**src/rtl/pvc_pkg.sv**
```systemverilog
package pvc_pkg;
  // Register indices
  localparam int unsigned ADDR_CTRL  = 0;
  localparam int unsigned ADDR_PINEN = 1;
  localparam int unsigned ADDR_INV   = 2;
  localparam int unsigned ADDR_HACT  = 3;
  localparam int unsigned ADDR_VACT  = 4;
  // Bit positions inside registers
  localparam int unsigned CTRL_START_BIT = 0;
  localparam int unsigned CTRL_STOP_BIT  = 2;
  localparam int unsigned INV_H_BIT      = 1;
  localparam int unsigned INV_V_BIT      = 2;
  localparam int unsigned EN_H_BIT       = 13;
  localparam int unsigned EN_V_BIT       = 14;

  // Strobes from control to the pixel datapath
  typedef struct packed {
    logic lineRestart;  // any horizontal sync edge
    logic lineGo;       // horizontal edge accepted as an active line
    logic frameEdge;    // any vertical sync edge
    logic frameOpen;    // vertical edge that opens a captured frame
  } pvcStrobe_t;
endpackage

```
**src/rtl/pvc_sync.sv**
```systemverilog
module pvc_sync #(
  parameter int DATA_W = 12
) (
  input  logic              clk,
  input  logic              rstN,
  input  logic [DATA_W-1:0] pinData,
  input  logic              pinHsync,
  input  logic              pinVsync,
  input  logic [DATA_W-1:0] enData,
  input  logic              enH,
  input  logic              enV,
  input  logic              invH,
  input  logic              invV,
  output logic [DATA_W-1:0] smpData,
  output logic              hRise,
  output logic              vRise
);
  logic smpH, smpV, prevH, prevV;
  logic effH, effV;

  assign effH  = smpH ^ invH;
  assign effV  = smpV ^ invV;
  assign hRise = effH & ~prevH;
  assign vRise = effV & ~prevV;

  always_ff @(posedge clk or negedge rstN) begin
    if (!rstN) begin
      smpData <= '0;
      smpH    <= 1'b0;
      smpV    <= 1'b0;
      prevH   <= 1'b0;
      prevV   <= 1'b0;
    end else begin
      smpData <= pinData & enData;
      smpH    <= pinHsync & enH;
      smpV    <= pinVsync & enV;
      prevH   <= effH;
      prevV   <= effV;
    end
  end
endmodule

```
**src/rtl/pvc_ctrl.sv**
```systemverilog
module pvc_ctrl
  import pvc_pkg::*;
#(
  parameter int DATA_W = 12,
  parameter int CNT_W  = 16,
  parameter int ADDR_W = 3
) (
  input  logic                 clk,
  input  logic                 rstN,
  input  logic                 regWrEn,
  input  logic [ADDR_W-1:0]    regAddr,
  input  logic [2*CNT_W-1:0]   regWrData,
  input  logic                 hRise,
  input  logic                 vRise,
  output logic [DATA_W-1:0]    enData,
  output logic                 enH,
  output logic                 enV,
  output logic                 invH,
  output logic                 invV,
  output logic [CNT_W-1:0]     hPorch,
  output logic [CNT_W-1:0]     hWidth,
  output pvcStrobe_t           strobe,
  output logic                 capActive
);
  localparam int POS_W = CNT_W + 2;

  logic [CNT_W-1:0] vPorch, vHeight, lineCnt;
  logic [POS_W-1:0] vPos;
  logic             runReq, frameActive, vOpen, lineGo;
  logic             wrCtrl, wrPinEn, wrInv, wrHact, wrVact;

  assign wrCtrl  = regWrEn && (regAddr == ADDR_W'(ADDR_CTRL));
  assign wrPinEn = regWrEn && (regAddr == ADDR_W'(ADDR_PINEN));
  assign wrInv   = regWrEn && (regAddr == ADDR_W'(ADDR_INV));
  assign wrHact  = regWrEn && (regAddr == ADDR_W'(ADDR_HACT));
  assign wrVact  = regWrEn && (regAddr == ADDR_W'(ADDR_VACT));

  assign vOpen  = vPos >= {2'b00, vPorch};
  assign lineGo = hRise && !vRise && frameActive && vOpen && (lineCnt < vHeight);

  always_comb begin
    strobe.lineRestart = hRise;
    strobe.lineGo      = lineGo;
    strobe.frameEdge   = vRise;
    strobe.frameOpen   = vRise && runReq;
  end
  assign capActive = frameActive;

  // Register file
  always_ff @(posedge clk or negedge rstN) begin
    if (!rstN) begin
      enData  <= '0;
      enH     <= 1'b0;
      enV     <= 1'b0;
      invH    <= 1'b0;
      invV    <= 1'b0;
      hPorch  <= '0;
      hWidth  <= '0;
      vPorch  <= '0;
      vHeight <= '0;
      runReq  <= 1'b0;
    end else begin
      if (wrCtrl) begin
        if (regWrData[CTRL_STOP_BIT])       runReq <= 1'b0;
        else if (regWrData[CTRL_START_BIT]) runReq <= 1'b1;
      end
      if (wrPinEn) begin
        enData <= regWrData[DATA_W-1:0];
        enH    <= regWrData[EN_H_BIT];
        enV    <= regWrData[EN_V_BIT];
      end
      if (wrInv) begin
        invH <= regWrData[INV_H_BIT];
        invV <= regWrData[INV_V_BIT];
      end
      if (wrHact) begin
        hWidth <= regWrData[2*CNT_W-1:CNT_W];
        hPorch <= regWrData[CNT_W-1:0];
      end
      if (wrVact) begin
        vHeight <= regWrData[2*CNT_W-1:CNT_W];
        vPorch  <= regWrData[CNT_W-1:0];
      end
    end
  end

  // Frame gating and vertical window
  always_ff @(posedge clk or negedge rstN) begin
    if (!rstN) begin
      frameActive <= 1'b0;
      vPos        <= '0;
      lineCnt     <= '0;
    end else begin
      if (vRise) begin
        frameActive <= runReq;
        vPos        <= '0;
        lineCnt     <= '0;
      end else begin
        if (vPos != '1) vPos <= vPos + 1'b1;
        if (lineGo)     lineCnt <= lineCnt + 1'b1;
      end
    end
  end

  // Capture state moves only at a vertical edge
  p_hold_until_vsync_r4: assert property (@(posedge clk) disable iff (!rstN)
    !vRise |=> $stable(frameActive));
  // A control write with both command bits clear changes nothing
  p_zero_write_ignored_r5: assert property (@(posedge clk) disable iff (!rstN)
    (wrCtrl && !regWrData[CTRL_START_BIT] && !regWrData[CTRL_STOP_BIT]) |=> $stable(runReq));
  // A stop command always withdraws the request
  p_stop_withdraws_r6: assert property (@(posedge clk) disable iff (!rstN)
    (wrCtrl && regWrData[CTRL_STOP_BIT]) |=> !runReq);
endmodule

```
**src/rtl/pvc_pixel.sv**
```systemverilog
module pvc_pixel
  import pvc_pkg::*;
#(
  parameter int DATA_W = 12,
  parameter int CNT_W  = 16
) (
  input  logic              clk,
  input  logic              rstN,
  input  logic [DATA_W-1:0] smpData,
  input  pvcStrobe_t        strobe,
  input  logic [CNT_W-1:0]  hPorch,
  input  logic [CNT_W-1:0]  hWidth,
  output logic [DATA_W-1:0] pixData,
  output logic              pixValid,
  output logic              pixSof,
  output logic              pixEol,
  output logic              frameEvent
);
  localparam int POS_W = CNT_W + 2;

  logic [POS_W-1:0] hPos, rel;
  logic             lineLive, sofPend, inWin, lastPix;

  assign rel     = hPos - {2'b00, hPorch};
  assign inWin   = lineLive && (hPos >= {2'b00, hPorch}) && (rel < {2'b00, hWidth});
  assign lastPix = inWin && ((rel + 1'b1) == {2'b00, hWidth});

  always_ff @(posedge clk or negedge rstN) begin
    if (!rstN) begin
      hPos       <= '0;
      lineLive   <= 1'b0;
      sofPend    <= 1'b0;
      pixData    <= '0;
      pixValid   <= 1'b0;
      pixSof     <= 1'b0;
      pixEol     <= 1'b0;
      frameEvent <= 1'b0;
    end else begin
      if (strobe.lineRestart) hPos <= '0;
      else if (hPos != '1)    hPos <= hPos + 1'b1;

      if (strobe.frameEdge)        lineLive <= 1'b0;
      else if (strobe.lineRestart) lineLive <= strobe.lineGo;

      if (strobe.frameEdge) sofPend <= strobe.frameOpen;
      else if (inWin)       sofPend <= 1'b0;

      pixValid   <= inWin;
      pixData    <= inWin ? smpData : '0;
      pixSof     <= inWin && sofPend;
      pixEol     <= lastPix;
      frameEvent <= strobe.frameEdge;
    end
  end

  p_eol_on_pixel_r10: assert property (@(posedge clk) disable iff (!rstN)
    pixEol |-> pixValid);
  p_sof_on_pixel_r10: assert property (@(posedge clk) disable iff (!rstN)
    pixSof |-> pixValid);
  // An edge needs a low cycle before it, so events never touch
  p_event_single_r7: assert property (@(posedge clk) disable iff (!rstN)
    frameEvent |=> !frameEvent);
endmodule

```
**src/rtl/pix_window_capture.sv**
```systemverilog
module pix_window_capture
  import pvc_pkg::*;
#(
  parameter int DATA_W = 12,
  parameter int CNT_W  = 16,
  parameter int ADDR_W = 3
) (
  input  logic                clk,
  input  logic                rstN,
  input  logic                regWrEn,
  input  logic [ADDR_W-1:0]   regAddr,
  input  logic [2*CNT_W-1:0]  regWrData,
  input  logic [DATA_W-1:0]   pinData,
  input  logic                pinHsync,
  input  logic                pinVsync,
  output logic [DATA_W-1:0]   pixData,
  output logic                pixValid,
  output logic                pixSof,
  output logic                pixEol,
  output logic                frameEvent,
  output logic                capActive
);
  logic [DATA_W-1:0] enData, smpData;
  logic              enH, enV, invH, invV, hRise, vRise;
  logic [CNT_W-1:0]  hPorch, hWidth;
  pvcStrobe_t        strobe;

  pvc_sync #(.DATA_W(DATA_W)) uSync (
    .clk(clk), .rstN(rstN), .pinData(pinData), .pinHsync(pinHsync), .pinVsync(pinVsync),
    .enData(enData), .enH(enH), .enV(enV), .invH(invH), .invV(invV),
    .smpData(smpData), .hRise(hRise), .vRise(vRise)
  );

  pvc_ctrl #(.DATA_W(DATA_W), .CNT_W(CNT_W), .ADDR_W(ADDR_W)) uCtrl (
    .clk(clk), .rstN(rstN), .regWrEn(regWrEn), .regAddr(regAddr), .regWrData(regWrData),
    .hRise(hRise), .vRise(vRise), .enData(enData), .enH(enH), .enV(enV),
    .invH(invH), .invV(invV), .hPorch(hPorch), .hWidth(hWidth),
    .strobe(strobe), .capActive(capActive)
  );

  pvc_pixel #(.DATA_W(DATA_W), .CNT_W(CNT_W)) uPixel (
    .clk(clk), .rstN(rstN), .smpData(smpData), .strobe(strobe),
    .hPorch(hPorch), .hWidth(hWidth), .pixData(pixData), .pixValid(pixValid),
    .pixSof(pixSof), .pixEol(pixEol), .frameEvent(frameEvent)
  );
endmodule

```
**config.mk**
```make
export PLATFORM = sky130hd
export DESIGN_NAME = pix_window_capture
export DESIGN_NICKNAME = d
export VERILOG_FILES = /design/src/rtl/pvc_pkg.sv /design/src/rtl/pvc_sync.sv /design/src/rtl/pvc_ctrl.sv /design/src/rtl/pvc_pixel.sv /design/src/rtl/pix_window_capture.sv
export SDC_FILE = /design/constraint.sdc
export NUM_CORES = 1
export LEC_CHECK = 0
export ABC_AREA = 1
export BUFFER_PORTS_ARGS = -buffer_cell sky130_fd_sc_hd__buf_4
export CELL_PAD_IN_SITES_DETAIL_PLACEMENT = 1
export CELL_PAD_IN_SITES_GLOBAL_PLACEMENT = 1
export CORE_AREA = 2 2 132 167
export CTS_BUF_LIST = sky130_fd_sc_hd__clkbuf_16
export DETAILED_ROUTE_END_ITERATION = 6
export DIE_AREA = 0 0 134 169
export PLACE_DENSITY_LB_ADDON = 0.3
export SLEW_MARGIN = 10
export SYNTH_ARGS = -nofsm -noshare
export SYNTH_HDL_FRONTEND = slang
export SYNTH_SLANG_ARGS = --single-unit
```
**constraint.sdc**
```tcl
create_clock -name clk -period 7 [get_ports clk]
set_clock_uncertainty 0.1 [all_clocks]
set_input_delay 0.7 -clock clk [delete_from_list [all_inputs] [get_ports clk]]
set_output_delay 0.7 -clock clk [all_outputs]
set_load 0.005 [all_outputs]
```
==> impl_results.md, run 1 <==
* Clk_lat worst skew at 0.44 ns
* Post-route ant nets at 0
* # clock sinks at roughly 170
* Net count, final at approximately 1600
* DRT iter0 DRCs at 460
* Clock share of power at between 20 and 30%
* Rel. slew slack at roughly 29%
* Max frequency at 252 MHz
* Worst path required time at 7.27 ns
* Fin util at 54.8%
* Top area cells in the synthesized netlist: dfrtp_1 41%, nand2_1 14%, inv_1 9.4%, ha_1 8.2%, o21ai_0 5.7%
* Most common cell in the netlist: nand2_1
* Startpoint types: flip-flop
* Final WL at between 30000 and 40000 um
* Distinct cells, synth at 44
* Final worst slack at 3.03 ns
* I/O Pins at 69
* R2r setup slk at 3.03 ns
* Sw Share at about two fifths
* Comb pwr share at 36.3%
* CTS resizes at 0
* Yosys top cell area share at 41.4%
* Area leader, netlist: dfrtp_1
* Period Utilization, post-route at 56.7%
* Die Y at 169 um
* Clock root buffer master: clkbuf_16
* Total grt overflow at 0
* Hold buffer count at CTS at 0
* Max IR drop VDD at 0.000202 V
* Wire length per cell at 17.5 um
* Reg-to-reg endpoint: uPixel.pixEol
* Post-CTS Setup Inserts at 0
* Synth top cells by count: 387 x nand2_1, 255 x inv_1, 168 x dfrtp_1
* Initial antenna violation count at 0
* Width of the chip at 134 um
* Antenna diodes at 0
* # H-tree levels at 4
* Hold Path Class: in2async
* Post-synth ARST share at 100%
* Power density cells at 291 nW/um2
* Deepest clock path buffer count at 2
* Core Region at 21100 um2
* Final Wtd Congestion at ~0.9
* Post-route cell area at 11600 um2
* CTS tree: built
* # setup viols final at 0
* Slew @ Worst Pin at 1.06 ns
* Layout cell share with drive strength beyond 1 at 9.53%
* Synth Cell Area at 10200 um2
* 1st-pass router iterations at 5
* Max-cap violations at 0
* Clock transition at path regs at 0.07 ns
* Vias in the first global route at 10100
* WS Path Type: reg2reg
* Post-DP HPWL at 22500 um
* Die Area at 22600 um2
* Row count at 60
* Smallest hold slack at 0.156 ns
* Setup TNS at 0 ns
* Avg Inst Size Synth at 7.32 um2
* Warning count from the yosys run at 0
* Residual DRC at 0
* Outcome: complete, no violations
* Synthesis-stage register bit count at 168
* Worst Setup End Kind: flip-flop
* Final Hold Viols at 0
* R2r worst-path depth at 24
* Starting density of the core at 48.2%
* Syn_nets at 1509
* Critical Path Source: uPixel.hPos[0]
* CTS buffer count at 17
* Pin count of the biggest net entering global routing at 70
* RSZ-0062 raised after global routing: false
* Seq pwr share at 35.6%
* First-pass GRT wire length at 50200 um
* DR vias at 9400
* Tmin final at around 4.0 ns
* Avg Vias per Cell at 5.38
* Cell count after synthesis at 1389
* P&R area growth vs syn at 13.7%
* Sequential element share of the synthesized area at about two fifths
* Max-slew violations at 0
* Place WS at 3.11 ns
* Switching power at roughly 1.4 mW
* CP arrival at 4.24 ns
* Predominant post-synthesis flop cell: dfrtp_1
* Post-synth EDFFs at 0
* Port bufs at 68
* Reg2reg start: uPixel.hPos[0]
* Static Leak at roughly 6.3 nW
* CP Max Fanout at 15
* Placement-stage cell area at 11000 um2
* Gr usage total at 28.1%
* Pint at 1.99 mW
==> worst max-delay path by stage <==
stage	endpoint	slack (ns)	cells after the start
4_1_cts	uPixel.pixEol	3.06	24
3_3_place_gp	uPixel.pixEol	3.29	24
5_1_grt	uPixel.pixEol	2.62	24
2_1_floorplan	uPixel.pixData[10]	3.97	21
3_5_place_dp	uPixel.pixEol	3.11	24
6_report	uPixel.pixEol	3.03	24
==> layout by cell type, fill, tap and decap left out, types with 6 or more instances in the layout <==
| cell type | instances |
|---|---|
| nand2_1 | 386 |
| inv_1 | 256 |
| dfrtp_1 | 168 |
| o21ai_0 | 116 |
| nand3_1 | 95 |
| nor2_1 | 90 |
| buf_4 | 71 |
| ha_1 | 67 |
| a21oi_1 | 45 |
| nor3_1 | 21 |
| nand4_1 | 20 |
| clkbuf_16 | 17 |
| xor2_1 | 15 |
| nand2_2 | 14 |
| nor2_2 | 8 |
| nor4_1 | 7 |
| a211oi_1 | 6 |
==> power by group through the flow <==
stage               sequential, mW  combinational [mW]  clock [mW]
floorplan                     1.18               0.874           0
global placement              1.20                1.13           0
detailed placement            1.21                1.20           0
CTS                           1.20                1.23       0.957
global route                  1.22                1.41       0.997
finish                        1.20                1.22       0.948
==> cell type report <==
class,count,area (um2)
flip-flops and latches,168,4200
multi-input cells,938,4900
clock inverters,15,161
fillers,2738,9540
inverters,259,972
repair buffers,72,544
clock buffers,17,425
well taps,279,349
==> state kept, by name, summed over array words and instances, names as in the netlist, 12 cells and up <==
| register | flops |
|---|---|
| uCtrl.vPorch | 16 |
| uPixel.pixData | 12 |
| uCtrl.enData | 12 |
| uCtrl.vPos | 18 |
| uSync.smpData | 12 |
| uCtrl.lineCnt | 16 |
| uCtrl.vHeight | 16 |
| uCtrl.hPorch | 16 |
| uPixel.hPos | 18 |
| uCtrl.hWidth | 16 |
==> through the flow <==
| stage | total power, mW | cells |
|---|---|---|
| 6_report | 3.37 | 1748 |
| 5_1_grt | 3.62 | 1748 |
| 4_1_cts | 3.38 | 1748 |
| 3_5_place_dp | 2.41 | 1716 |
| 3_3_place_gp | 2.33 | 1716 |
| 2_1_floorplan | 2.05 | 1389 |
==> critical path, cell delays in order, from the launching register on <==
cell and delay [ns]:
dfrtp_1 0.38, inv_1 0.12, ha_1 0.16, inv_1 0.09
fa_1 0.44, nand3_1 0.13, nand2_1 0.09, nand3_1 0.10
nand3_1 0.08, nand2_1 0.08, nand2_1 0.13, ha_1 0.30
nand2_1 0.06, inv_1 0.05, a21oi_1 0.14, nor2_1 0.05
nor2_1 0.10, nand2_1 0.06, nor2_1 0.10, nand2_1 0.45
a21oi_1 0.30, nand3_1 0.09, nor2_1 0.10, nand2_1 0.07
nor3_2 0.10
==> cell families (layout without fill, tap and decap cells) <==
| logic type | after synthesis | count (layout) | share of synthesized area, % |
|---|---|---|---|
| AOI/OAI and AO/OA | 193 | 193 | 10.3 |
| xor gates and xnor gates | 18 | 18 | 1.55 |
| adders and majority gates | 68 | 68 | 8.44 |
| buffers and inverters | 283 | 363 | 10.5 |
| DFF | 168 | 168 | 41.4 |
| and+or+nand+nor | 659 | 659 | 27.8 |
==> metal layers <==
metal / track usage, % / routed length (um) / vias to the layer above
met4: 9.39 / 684 / 0
met1: 34.4 / 13000 / 4658
met2: 51.2 / 16100 / 142
met5: 0 / 0 / -
li1: - / - / 4544
met3: 3.23 / 724 / 56
(Power assumes the default switching activity.)
==> run 2: changes to the inputs <==
Settings changed: CORE_AREA 2 2 132 167 to 2 2 144 182, DIE_AREA 0 0 134 169 to 0 0 146 184.
Clock period 7 ns to 3.4 ns, I/O delays scaled along.
==> run 2 against run 1 <==
Compared with the run above:
- largest cell class unchanged
- die area up 19%
- worst hold slack worse by 0.15 ns
- combinational power up 120%
==> impl_results.md, run 2 (synthesized netlist as in run 1, its figures left out) <==
* Cells along the critical path: inv_2 > ha_1 > inv_2 > fa_2 > nand2_2 > nand3_2 > nand3_2 > nand2_2 > nand2_1 > nand2_1 > nand2_1 > nand2_1 > ha_1 > nand2_2 > nor3b_2 > nand2_1 > nand2_1 > nor2_2 > nand2_2 > buf_12 > inv_1 > o31ai_2
* Tmin final at between 3 and 4 ns
* Static Leak at 6.43 nW
* Die Area at 26900 um2
* CTS tree: built
* Rel. slew slack at between 20 and 30%
* Antenna diodes at 0
* Most frequent cells in the layout: 372 x nand2_1, 252 x inv_1, 164 x dfrtp_1, 116 x o21ai_0, 92 x nand3_1
* Outcome: complete, no violations
* CTS buffer count at 17
* CP arrival at about 3.5 ns
* Row count at 65
* # clock sinks at about 170
* Vias in the first global route at around 10000
* First-pass GRT wire length at 49700 um
* Slowest cell on crit path: fa_2
* Clk_lat worst skew at 0.44 ns
* Post-DP HPWL at between 20000 and 25000 um
* Final Wtd Congestion at 0.860
* Fillers at 3208
* Final Power at ~7.1 mW
* Clock root buffer master: clkbuf_16
* DR vias at 9302
* Setup TNS at 0 ns
* I/O Pins at 69
* DRT iter0 DRCs at 386
* Total grt overflow at 0
* Core Region at 25000 um2
* Largest regs: uCtrl.vPos x18, uPixel.hPos x18
* Width of the chip at about 150 um
* Sequential cell area at approximately 4200 um2
* Most used cell, CP: nand2_1
* Power density cells at 589 nW/um2
* Final Hold Viols at 0
* Port bufs at 68
* Gr usage total at 23.2%
* Worst path required time at 3.65 ns
* Crit-path max cell delay at 0.43 ns
* Worst path bufs/invs at 4
* # H-tree levels at 4
* CP Max Fanout at 14
* Wire length per cell at 16.8 um
* Initial antenna violation count at 0
* Net count, final at around 1600
* Avg Vias per Cell at 5.07
* Die Y at 184 um
* Final WL at 30800 um
* Crit-path leading delay family: simple AND/OR/NAND/NOR gates
* Hold Path Class: in2reg
* P&R area growth vs syn at 19.4%
* Most frequent standard cell in the layout excluding fill and tap cells: nand2_1
* Startpoint types: flip-flop
* Clock transition at path regs at around 0.070 ns
* Max IR drop VDD at 0.000397 V
* WS Path Type: reg2reg
* Worst Setup End Kind: flip-flop
* Pin count of the biggest net entering global routing at slightly below 80
* Layout cell share with drive strength beyond 1 at 13.9%
* 1st-pass router iterations at 5
* # setup viols final at 0
* Period Utilization, post-route at 94.3%
* Post-route ant nets at 0
* Footprint of the multi-input gates at 5120 um2
* Max-cap violations at 0
* Starting density of the core at 40.6%
* Residual DRC at 0
* Max frequency at 312 MHz
* Deepest clock path buffer count at 2
* Max-slew violations at 0
* Slew @ Worst Pin at 1.08 ns
## run 2: path summary, 6_finish.rpt
| check | startpoint | to | slack, ns | cells past startpoint |
|---|---|---|---|---|
| setup / recovery | uPixel.hPos[0] | uPixel.sofPend | 0.19 | 22 |
| hold / removal | pinHsync | uSync.smpH | 0.01 | 3 |
| setup reg to reg | uPixel.hPos[0] | uPixel.sofPend | 0.19 | 22 |
| hold reg to reg | uCtrl.enData[7] | uSync.smpData[7] | 0.36 | 2 |
| max in group asynchronous | rstN | uCtrl.enData[0] | 1.93 | 3 |
| min in group asynchronous | rstN | uCtrl.hWidth[15] | 0.38 | 2 |
## run 2: repair_timing
action                                  4_1_cts  5_1_grt
pin swaps                                     0       11
hold buffers                                 13        0
endpoints found under the setup margin        1       16
setup buffers                                 0        6
endpoints found under the hold margin        74        0
gates resized for setup                       1       54
gates cloned                                  0        0
## run 2: power breakdown
group	total (mW)	internal (mW)	switching, mW
Clock	1.95	1.03	0.918
Sequential	2.47	2.27	0.202
Combinational	2.73	1.01	1.72
## run 2: tightest hold or removal path: cells and delay by family
| kind | cells | cell delay [ns] |
|---|---|---|
| and+or+nand+nor | 1 | 0.05 |
| buffers and inverters | 2 | 0.13 |
## run 2: metal layers
layer	GRT usage [%]	wire, um	share of wire (%)
met5	0	0	0
met4	7.73	660	2.1
met3	2.63	488	1.6
met2	43.4	16500	53
met1	27.8	13200	43
## run 2: final cells by class
type                       count  area share, %
clock buffer                  17           3.50
timing repair buffer         104           6.94
clock inverter                15           1.22
tap                          335           3.45
inverter                     259           8.03
multi-input combinational    938           42.2
sequential                   168           34.7
## run 2: per-stage QoR
stage               instance area [um2]  util, %  hold WS (ns)  instances  setup WS [ns]
floorplan                         10200        -       -0.0556       1389          0.373
global placement                  11200     44.5         0.294       1785         0.0930
detailed placement                11200     44.5         0.296       1785         0.0315
CTS                               11900     47.4       0.00530       1830         0.0282
global route                      12100     48.5        0.0166       1836         -0.100
finish                            12100     48.5       0.00980       1836          0.195
